### config.mk
export PLATFORM = sky130hd
export DESIGN_NAME = prefix_load_reg
export DESIGN_NICKNAME = d
export VERILOG_FILES = /design/src/rtl/pfx_pkg.sv /design/src/rtl/pfx_thermo_flags.sv /design/src/rtl/pfx_data_bank.sv /design/src/rtl/prefix_load_reg.sv
export SDC_FILE = /design/constraint.sdc
export NUM_CORES = 1
export LEC_CHECK = 0
export BUFFER_PORTS_ARGS = -buffer_cell sky130_fd_sc_hd__buf_2
export CAP_MARGIN = 20
export CORE_UTILIZATION = 35
export DETAILED_ROUTE_END_ITERATION = 7
export GPL_ROUTABILITY_DRIVEN = 0
export GPL_TIMING_DRIVEN = 1
export HOLD_SLACK_MARGIN = 0.06
export PLACE_DENSITY = 0.7
export SYNTH_ARGS = -nofsm -noshare
export SYNTH_HDL_FRONTEND = slang
export SYNTH_SLANG_ARGS = --single-unit
export TNS_END_PERCENT = 30
### constraint.sdc
create_clock -name clk -period 1.3 [get_ports clk]
set_clock_uncertainty 0.05 [all_clocks]
set_input_delay 0.26 -clock clk [delete_from_list [all_inputs] [get_ports clk]]
set_output_delay 0.26 -clock clk [all_outputs]
set_load 0.01 [all_outputs]
### src/rtl/pfx_pkg.sv
package pfx_pkg;
  // Default geometry: the longest prefix supported and the full word width.
  localparam int unsigned PFX_MAX_LEN = 7;
  localparam int unsigned PFX_WORD_W  = 16;

  // Control strobes sampled together each cycle.
  typedef struct packed {
    logic grow;
    logic load;
  } pfx_ctrl_t;
endpackage

### src/rtl/pfx_thermo_flags.sv
module pfx_thermo_flags #(
  parameter int unsigned MASK_W = pfx_pkg::PFX_MAX_LEN
) (
  input  logic              clk,
  input  logic              rst,
  input  logic              grow_i,
  output logic [MASK_W-1:0] flags_o
);
  logic [MASK_W-1:0] flags_q;
  logic [MASK_W-1:0] flags_shift;

  // Shifting a one into the bottom saturates by itself once the register is full.
  generate
    if (MASK_W == 1) begin : g_single
      assign flags_shift = 1'b1;
    end else begin : g_multi
      assign flags_shift = {flags_q[MASK_W-2:0], 1'b1};
    end
  endgenerate

  always_ff @(posedge clk) begin
    if (rst) begin
      flags_q <= '0;
    end else if (grow_i) begin
      flags_q <= flags_shift;
    end
  end

  assign flags_o = flags_q;

  AST_FLAGS_THERMO: assert property (@(posedge clk) disable iff (rst)
    ((flags_q & (flags_q + 1'b1)) == '0));
  AST_FLAGS_STICKY: assert property (@(posedge clk) disable iff (rst)
    1'b1 |=> ((flags_q & $past(flags_q)) == $past(flags_q)));
  AST_GROW_STEP: assert property (@(posedge clk) disable iff (rst)
    (grow_i && !flags_q[MASK_W-1]) |=> ($countones(flags_q) == $countones($past(flags_q)) + 1));
  AST_GROW_SATURATE: assert property (@(posedge clk) disable iff (rst)
    (grow_i && (&flags_q)) |=> (&flags_q));
  AST_FLAGS_HOLD: assert property (@(posedge clk) disable iff (rst)
    !grow_i |=> $stable(flags_q));
endmodule

### src/rtl/pfx_data_bank.sv
module pfx_data_bank #(
  parameter int unsigned DATA_W = pfx_pkg::PFX_WORD_W,
  parameter int unsigned MASK_W = pfx_pkg::PFX_MAX_LEN
) (
  input  logic              clk,
  input  logic              rst,
  input  logic              load_i,
  input  logic [MASK_W-1:0] mask_i,
  input  logic [DATA_W-1:0] new_i,
  output logic [DATA_W-1:0] data_o
);
  logic [DATA_W-1:0] mask_ext;
  logic [DATA_W-1:0] data_q;

  // One cell per bit: a flag-driven 2:1 select feeding a register.
  // Cells above the flag width have no flag and never take new data.
  generate
    for (genvar i = 0; i < DATA_W; i++) begin : g_cell
      logic take;
      if (i < MASK_W) begin : g_flagged
        assign mask_ext[i] = mask_i[i];
      end else begin : g_fixed
        assign mask_ext[i] = 1'b0;
      end
      assign take = load_i & mask_ext[i];
      always_ff @(posedge clk) begin
        if (rst) begin
          data_q[i] <= 1'b0;
        end else if (take) begin
          data_q[i] <= new_i[i];
        end
      end
    end
  endgenerate

  assign data_o = data_q;

  AST_LOAD_TAKES_NEW: assert property (@(posedge clk) disable iff (rst)
    load_i |=> ((data_q & $past(mask_ext)) == ($past(new_i) & $past(mask_ext))));
  AST_UNFLAGGED_HOLD: assert property (@(posedge clk) disable iff (rst)
    load_i |=> (((data_q ^ $past(data_q)) & ~$past(mask_ext)) == '0));
  AST_EMPTY_MASK_NOP: assert property (@(posedge clk) disable iff (rst)
    (load_i && (mask_i == '0)) |=> $stable(data_q));
  AST_DATA_HOLD: assert property (@(posedge clk) disable iff (rst)
    !load_i |=> $stable(data_q));
endmodule

### src/rtl/prefix_load_reg.sv
module prefix_load_reg #(
  parameter int unsigned DATA_W = pfx_pkg::PFX_WORD_W,
  parameter int unsigned MASK_W = pfx_pkg::PFX_MAX_LEN
) (
  input  logic              clk,
  input  logic              rst,
  input  logic              grow_i,
  input  logic              load_i,
  input  logic [DATA_W-1:0] new_data_i,
  output logic [DATA_W-1:0] data_o,
  output logic [MASK_W-1:0] mask_o
);
  pfx_pkg::pfx_ctrl_t ctrl;
  logic [MASK_W-1:0]  flags;

  assign ctrl.grow = grow_i;
  assign ctrl.load = load_i;

  pfx_thermo_flags #(.MASK_W(MASK_W)) u_flags (
    .clk     (clk),
    .rst     (rst),
    .grow_i  (ctrl.grow),
    .flags_o (flags)
  );

  // The bank sees the registered flags, i.e. the mask before this cycle's growth.
  pfx_data_bank #(.DATA_W(DATA_W), .MASK_W(MASK_W)) u_bank (
    .clk    (clk),
    .rst    (rst),
    .load_i (ctrl.load),
    .mask_i (flags),
    .new_i  (new_data_i),
    .data_o (data_o)
  );

  assign mask_o = flags;

  AST_CONCURRENT_OLD_MASK: assert property (@(posedge clk) disable iff (rst)
    (grow_i && load_i) |=> ((data_o & ~{{(DATA_W-MASK_W){1'b0}}, $past(mask_o)}) ==
                            ($past(data_o) & ~{{(DATA_W-MASK_W){1'b0}}, $past(mask_o)})));
  AST_RESET_CLEARS: assert property (@(posedge clk)
    rst |=> ((mask_o == '0) && (data_o == '0)));
endmodule

# Word-level counts from Yosys, hierarchy flattened
# Index checks and enable logic that the tools add are counted.
dict set report word_totals {
  output_inout_bits 23
  regBits 14
  wordCells 15
}
dict set report op_classes {
  n_bitwise 7
}
# op count
set ops {}
lappend ops {{$and 1x1->1} 7}

# Depth between registers and ports, before layout
# Gate-level depths: netlist of run 1.
dict set report logic_depth {
  depth_word 1
  ltp_mapped 3
  depth_no_buf 2
}

# Cells and area by module
# Synthesis of run 1 repeated with hierarchy kept, for this count alone.
dict set report unflattened {
  cells_unflattened 61
  area_unflattened_um2 604.3
}
# mod n_inst cells_each area_per_inst_um2
set modules_own_cells {}
lappend modules_own_cells {pfx_data_bank 1 39 362.8}
lappend modules_own_cells {pfx_thermo_flags 1 22 241.5}

# Least setup slack after synthesis of run 1
# No wires, ideal clock.
dict set report synth_timing {
  path_type {input to register}
  startpoint {input grow_i}
  endpoint {register u_flags.flags_q[1], in the netlist u_flags.flags_o[1]}
  t_arrival_ns 0.667
  cell_stages 3
  setup_slack_ns 0.464
  t_required_ns 1.131
  setup_time_ns 0.119
  cell_sequence {buf_2 mux2i_1 nor2_1}
}
# item line_no
set synth_rtl {}
lappend synth_rtl {{from (decl)} prefix_load_reg.sv:7} ;# input logic grow_i,
lappend synth_rtl {{to (signal assigned)} pfx_thermo_flags.sv:25} ;# flags_q <= flags_shift;
lappend synth_rtl {{to (decl)} pfx_thermo_flags.sv:9} ;# logic [MASK_W-1:0] flags_q;

# Final worst setup path of run 1
dict set report layout_timing {
  startpoint {register u_flags.flags_q[2], in the netlist u_flags.flags_o[2]}
  endpoint {output mask_o[2]}
}
# item line_no
set layout_rtl {}
lappend layout_rtl {{to (decl)} prefix_load_reg.sv:11} ;# output logic [MASK_W-1:0] mask_o
# No word-level cell between the ends.

==> flow_summary.ini, run 1 <==
[worst_setup_path]
cpMaxStageDelayCell = dfxtp_1
cp-endpoint = mask_o[2]
critPathMaxFanout = 5
r2r_slack_ns = 0.51
path_cells = buf_2
worstReg2RegEnd = u_bank.data_o[0]$_SDFFE_PP0P_
cp_top_family = flip-flops
crit_cells = 1
cp_slowest_stage_delay_ns = 0.40
ff2ff_path_depth = 2
critPathBufInv = 1
r2r_start = u_flags.flags_o[0]$_SDFFE_PP0P_
setup.worst_path.end_class = output port
critPathArrivalTime_ns = 0.84
cp-start-kind = flop
critPathRequiredTime_ns = 0.99
crit_type = reg -> out
cp-startpoint = u_flags.flags_o[2]$_SDFFE_PP0P_

[sta]
grt_setup_unrepaired = no
fmax_ghz = 0.869
period_minus_slack_ns = 1.15
hold_viol = 0
fin_setup_tns_ns = 0
finalSetupViolCount = 0
timing.final.crit_share_pct = 88.5
slew_violations = 0

[power_and_ir_drop]
power.density_nw_per_um2 = 1060
p_comb_share_pct = 9.2
intPower_mw = 0.570
power_switching_share_pct = 24.9
ir_drop_uv = 324
power_frac_clock_pct = 32.4
p_leak_nw = 0.358
p_seq_share_pct = 58.4
p_sw_mw = 0.189

[floorplan]
core_um2 = 1580
start_util_pct = 39.0
die_h_um = 43.9
io_pins = 43
design.die.area_um2 = 1930
dieWidth_um = 43.9
row_count = 14

[cells_and_area]
post-route-util_pct = 45.6
area_growth_pct = 16.9
drive_gt1_share_pct = 40.0
final_cells = 101
fin_nets = 107
diodes = 0

[yosys]
synth_top_area_share_pct = 45.6
yosysSeqAreaShare_pct = 45.6
yosys-top-cells-area = dfxtp_1 (46%), buf_4 (11%), mux2i_1 (9.8%), a21bo_2 (6.5%), nand3_1 (5.7%)
synth.yosys.warnings = 0
avgSynthCellArea_um2 = 9.91
synthesis.area_um2 = 614
synth_cells = 62
synth_cell_type_count = 12
yosysTopAreaCell = dfxtp_1
ys_ff_latch = 14

[clock_network]
cts_tree = yes
numCtsBuffers = 3
post_cts_resized = 0
clock_latency_ns = 0.28
clockBufferDepth = 2
cts_root_buf = clkbuf_4
htree_levels = 1
post-cts-setup-buffers = 0
cts.reportedPaths.clkPinSlew_ns = 0.08
cts_sinks = 14
postCtsHoldBufs = 0

[route]
dr.first_iter.drc_count = 8
wirelength_um = 1100
wl_per_cell_um = 10.8
vias = 483
firstDrtPassIters = 4
ant_nets = 0
drc = 0
vias_per_cell = 4.78

[global_routing]
grt_use_total_pct = 11.6
grt_pass1_vias = 392
overflow = 0
grt_max_degree = 15
grt_pass1_wl_um = 1630
antenna_found_initial = 0

[placement]
dp.cells = 98
place.port_buffers = 24
dp_hpwl_um = 774

[status]
status = finished clean

[hold_path]
hold_class = in -> reg

[job]
cap_violations = 0
[cell families after synthesis]
logic type	Yosys count	synth area share, %
buffers and inverters	12	14.5
other	1	0.610
AND/OR/NAND/NOR	15	10.6
flip-flops	14	45.6
multiplexers	6	9.78
AO/OA/AOI/OAI	14	18.9
[Yosys cell counts]
master / count
a21oi_1: 4
conb_1: 1
buf_2: 2
nor2_1: 8
mux2i_1: 6
nand3_1: 7
buf_6: 1
dfxtp_1: 14
a21oi_2: 3
a21bo_1: 3
a21bo_2: 4
buf_4: 9
[how the worst min path moves through the flow]
stage / end / startpoint / cells after the start / slack, ns
global route: u_bank.data_o[2]$_SDFFE_PP0P_ / new_data_i[2] / 3 / 0.19
global placement: u_bank.data_o[6]$_SDFFE_PP0P_ / u_flags.flags_o[6]$_SDFFE_PP0P_ / 2 / 0.44
CTS: u_bank.data_o[2]$_SDFFE_PP0P_ / new_data_i[2] / 3 / 0.18
detailed placement: u_flags.flags_o[0]$_SDFFE_PP0P_ / u_flags.flags_o[0]$_SDFFE_PP0P_ / 2 / 0.45
finish: u_bank.data_o[2]$_SDFFE_PP0P_ / new_data_i[2] / 3 / 0.18
floorplan: u_bank.data_o[0]$_SDFFE_PP0P_ / rst / 1 / 0.28
[sequential cells by signal, indices dropped and copies added, names as in the netlist]
signal / flops
u_flags.flags_o: 7
u_bank.data_o: 7
[layout by cell type (no fill, tap or decap), drive strengths merged]
cell type / count
nor2: 8
clkbuf: 3
buf: 24
nand3: 7
a21bo: 7
conb: 9
dfxtp: 14
a21oi: 7
mux2i: 6
[final cells by class]
type | instances | area (um^2)
clock buffer | 3 | 22.5
fill | 171 | 858
multi-input combinational | 44 | 275
sequential | 14 | 280
tap | 16 | 20.0
timing repair buffer | 24 | 120
[metrics by stage]
stage | setup WS [ns] | hold WS [ns] | total power [mW] | area, um^2
3_5_place_dp | 0.372 | 0.453 | 0.523 | 696
4_1_cts | 0.138 | 0.182 | 0.766 | 718
3_3_place_gp | 0.386 | 0.442 | 0.522 | 696
6_report | 0.149 | 0.184 | 0.759 | 718
2_1_floorplan | 0.464 | 0.279 | 0.518 | 644
5_1_grt | 0.110 | 0.195 | 0.788 | 718
[power by group through the flow]
| stage | Combinational, mW | Sequential, mW | Clock [mW] |
|---|---|---|---|
| after floorplan | 0.0613 | 0.457 | 0 |
| after global placement | 0.0686 | 0.453 | 0 |
| after detailed placement | 0.0692 | 0.454 | 0 |
| after CTS | 0.0693 | 0.443 | 0.253 |
| after global routing | 0.0779 | 0.445 | 0.265 |
| final | 0.0696 | 0.443 | 0.246 |
[per-layer routing]
| metal | vias to the layer above | GRT usage (%) | share of wire (%) | wire, um |
|---|---|---|---|---|
| met1 | 223 | 14.8 | 45 | 493 |
| met4 | 0 | 7.27 | 1.6 | 17 |
| met3 | 2 | 3.75 | 7.2 | 79 |
| met5 | - | 0 | 0 | 0 |
| met2 | 19 | 16.7 | 46 | 505 |
| li1 | 239 | - | - | - |
Power figures use the tool's default switching activity.
==> inputs of run 2 (changes only) <==
Settings changed: PLACE_DENSITY 0.7 to default, PLACE_DENSITY_LB_ADDON from default to 0.3.
==> run 2 against run 1 <==
Largest power group unchanged. Global-route usage is 0.40 points higher. Die area stayed put. Critical path depth stayed put. Cell count is 0.99% higher. Highest routed layer unchanged. Register-to-register slack hardly changed. Non-clock buffer count stayed put. Largest cell class unchanged.
==> flow_summary.ini, run 2 (same netlist as run 1, synthesis figures left out) <==
[power_and_ir_drop]
power_switching_share_pct = 22.9
power.density_nw_per_um2 = 1120
p_comb_share_pct = 8.4
p_leak_nw = 0.366
intPower_mw = 0.632
power_mw = 0.821
p_sw_mw = 0.188
p_seq_share_pct = 54.0
power_frac_clock_pct = 37.6
ir_drop_uv = 479

[hold_path]
hold_class = in -> reg
worstHoldStart = new_data_i[0]

[cells_and_area]
register_area_um2 = 280
fin_nets = 107
layout_commonest_cell = buf_2
area_growth_pct = 19.1
diodes = 0
drive_gt1_share_pct = 40.7
fillers = 155
final_cell_mix = buf_2 (24), dfxtp_1 (14), conb_1 (9)
multiInputGateArea_um2 = 275

[clock_network]
cts.reportedPaths.clkPinSlew_ns = 0.09
post_cts_resized = 0
cts_sinks = 14
post-cts-setup-buffers = 0
clock_latency_ns = 0.27
cts_tree = yes
numCtsBuffers = 3
postCtsHoldBufs = 0
cts_root_buf = clkbuf_4
htree_levels = 1
clockBufferDepth = 2

[sta]
timing.final.crit_share_pct = 88.9
fmax_ghz = 0.865
hold_viol = 0
grt_setup_unrepaired = no
fin_setup_tns_ns = 0
slew_violations = 0
period_minus_slack_ns = 1.16
finalSetupViolCount = 0

[placement]
dp_hpwl_um = 767
place.port_buffers = 24

[worst_setup_path]
cp_slowest_stage_delay_ns = 0.41
path_cells = buf_2
cp-startpoint = u_flags.flags_o[2]$_SDFFE_PP0P_
critPathBufInv = 1
critPathArrivalTime_ns = 0.85
r2r_start = u_flags.flags_o[2]$_SDFFE_PP0P_
setup.worst_path.end_class = output port
cp-start-kind = flop
critPathMaxFanout = 5
critPathRequiredTime_ns = 0.99
crit_type = reg -> out
cpMaxStageDelayCell = dfxtp_1
cp_top_family = flip-flops

[floorplan]
start_util_pct = 39.0
die_h_um = 43.9
row_count = 14
design.die.area_um2 = 1930
core_um2 = 1580
io_pins = 43
dieWidth_um = 43.9

[global_routing]
grt_max_degree = 15
grt_pass1_wl_um = 1650
grt_pass1_vias = 422
grt_use_total_pct = 12.0
antenna_found_initial = 0
overflow = 0

[route]
top_layer_used = met4
drc = 0
wirelength_um = 1090
dr.first_iter.drc_count = 5
vias_per_cell = 4.75
wl_per_cell_um = 10.7
wl_met3_um = 49
dr_wl_met2_um = 561
met1_length_um = 463
firstDrtPassIters = 6
ant_nets = 0
vias = 484

[status]
status = finished clean

[job]
cap_violations = 0
[run 2: per-layer routing]
metal  vias to the layer above  global-route usage, %
met4                         0                   9.70
met2                        16                   20.6
li1                        241                      -
met1                       225                   12.4
met3                         2                   2.50
met5                         -                      0
[run 2: layout make-up]
type | instances | area share [%]
clock buffer | 4 | 4.96
multi-input combinational | 44 | 37.6
sequential | 14 | 38.3
tap | 16 | 2.74
timing repair buffer | 24 | 16.4
[run 2: per-stage QoR]
stage / worst slack [ns] / cell area (um^2) / hold WS (ns) / utilization [%] / instances
2_1_floorplan: 0.464 / 644 / 0.279 / - / 70
3_3_place_gp: 0.382 / 696 / 0.439 / 44.1 / 98
3_5_place_dp: 0.369 / 696 / 0.443 / 44.1 / 98
4_1_cts: 0.141 / 732 / 0.189 / 46.4 / 102
5_1_grt: 0.0974 / 732 / 0.190 / 46.4 / 102
6_report: 0.144 / 732 / 0.191 / 46.4 / 102
[run 2: final timing paths]
path	cells after the start	to	slack, ns
hold reg to reg	2	u_bank.data_o[6]$_SDFFE_PP0P_	0.46
hold / removal	3	u_bank.data_o[0]$_SDFFE_PP0P_	0.19
setup reg to reg	2	u_bank.data_o[2]$_SDFFE_PP0P_	0.51
setup / recovery	1	mask_o[2]	0.14
[run 2: power groups by stage]
stage	Sequential (mW)	Combinational, mW	Clock, mW
final	0.443	0.0691	0.308
after global routing	0.445	0.0761	0.341
after CTS	0.444	0.0696	0.321
after detailed placement	0.454	0.0693	0
after global placement	0.453	0.0687	0
after floorplan	0.457	0.0613	0
[run 2: worst reg2reg max path, cell delays in order, from the launching register on]
cell	delay, ns
dfxtp_1	0.36
a21bo_2	0.20
a21oi_1	0.13
==> inputs of run 3 (changes only) <==
Settings changed: CORE_MARGIN from default to 10, CORE_UTILIZATION 35 to 40.
Clock period 1.3 ns to 1.4 ns, I/O delays scaled along.
==> run 3 against run 2 <==
Cell count down 0.98%. Final area shrank 1.9%. Utilization is 2.4 points higher. Via count shrank 3.3%. Critical endpoint is now mask_o[3]. Largest power group unchanged.
==> flow_summary.ini, run 3 (same netlist as run 1, synthesis figures left out) <==
[status]
status = finished clean

[worst_setup_path]
cp_top_family = flip-flops
critPathArrivalTime_ns = 0.84
critPathRequiredTime_ns = 1.07
cp_slowest_stage_delay_ns = 0.41
critPathBufInv = 1
setup.worst_path.end_class = output port
crit_type = reg -> out
critPathMaxFanout = 5
cp-start-kind = flop
cp-startpoint = u_flags.flags_o[3]$_SDFFE_PP0P_
path_cells = buf_2
r2r_start = u_flags.flags_o[3]$_SDFFE_PP0P_
cpMaxStageDelayCell = dfxtp_1

[placement]
place.port_buffers = 24
placed_cell_area_um2 = 696
dp_hpwl_um = 1040
pre_cts_ws_ns = 0.447

[route]
wl_per_cell_um = 13.4
vias_per_cell = 4.63
ant_nets = 0
firstDrtPassIters = 4
wirelength_um = 1350
vias = 468
drc = 0
dr.first_iter.drc_count = 6

[cells_and_area]
fillers = 162
diodes = 0
final_cell_mix = buf_2 (24), dfxtp_1 (14), conb_1 (9)
multiInputGateArea_um2 = 275
layout_commonest_cell = buf_2
final_area_um2 = 718
area_growth_pct = 16.9
post-route-util_pct = 48.8
drive_gt1_share_pct = 40.0
register_area_um2 = 280
fin_nets = 107

[sta]
hold_viol = 0
finalSetupViolCount = 0
setup_slack_ns = 0.227
fin_setup_tns_ns = 0
slew_violations = 0
grt_setup_unrepaired = no
fmax_ghz = 0.852
timing.final.crit_share_pct = 83.8
period_minus_slack_ns = 1.17

[global_routing]
overflow = 0
antenna_found_initial = 0
grt_use_total_pct = 7.04
grt_pass1_wl_um = 1940
met2_usage_pct = 12.8
busiest_layer = met2
use_met1_pct = 6.67
grt_max_degree = 15
grt_pass1_vias = 430
met3_usage_pct = 2.36

[clock_network]
htree_levels = 1
clockBufferDepth = 2
post_cts_resized = 0
cts_sinks = 14
cts.reportedPaths.clkPinSlew_ns = 0.09
cts_tree = yes
clock_latency_ns = 0.27
cts_root_buf = clkbuf_4
post-cts-setup-buffers = 0
postCtsHoldBufs = 0
numCtsBuffers = 3

[hold_path]
worstHoldStart = new_data_i[2]
hold_class = in -> reg

[power_and_ir_drop]
power_switching_share_pct = 24.6
p_seq_share_pct = 58.7
intPower_mw = 0.529
p_sw_mw = 0.173
p_leak_nw = 0.358
power.density_nw_per_um2 = 977
ir_drop_uv = 422
p_comb_share_pct = 9.4
power_frac_clock_pct = 32.0
power_mw = 0.702

[floorplan]
start_util_pct = 41.8
core_um2 = 1470
design.die.area_um2 = 3500
die_h_um = 59.2
dieWidth_um = 59.2
io_pins = 43
row_count = 14

[job]
cap_violations = 0
run 3: cell count changes in the layout (fill, tap and decap cells not counted), sizes merged:
cell    delta
clkbuf     -1
run 3: metal layers:
metal  vias to the layer above  part of all wire [%]
met5                         -                     0
met4                         0                   1.8
li1                        238                     -
met3                         2                   3.5
met1                       221                    38
met2                         7                    57
run 3: area by class of cell:
| type | count | share of cell area (%) |
|---|---|---|
| Clock buffer | 3 | 3.14 |
| Multi-Input combinational cell | 44 | 38.3 |
| Sequential cell | 14 | 39.0 |
| Tap cell | 16 | 2.79 |
| Timing Repair Buffer | 24 | 16.7 |
run 3: path summary, 6_finish.rpt:
path         slack [ns]                            end  cells after the start
max                0.23                      mask_o[3]                      1
min                0.21  u_bank.data_o[2]$_SDFFE_PP0P_                      3
max reg2reg        0.60  u_bank.data_o[3]$_SDFFE_PP0P_                      2
min reg2reg        0.46  u_bank.data_o[6]$_SDFFE_PP0P_                      2
run 3: per-stage QoR:
stage	hold slack, ns	cells
3_5_place_dp	0.457	98
4_1_cts	0.217	101
3_3_place_gp	0.445	98
6_report	0.213	101
5_1_grt	0.221	101
2_1_floorplan	0.299	70
run 3: power by group through the flow:
stage / Clock [mW] / Sequential (mW) / Combinational [mW]
2_1_floorplan: 0 / 0.424 / 0.0569
3_3_place_gp: 0 / 0.421 / 0.0644
3_5_place_dp: 0 / 0.421 / 0.0651
4_1_cts: 0.225 / 0.412 / 0.0655
5_1_grt: 0.242 / 0.414 / 0.0725
6_report: 0.224 / 0.412 / 0.0657
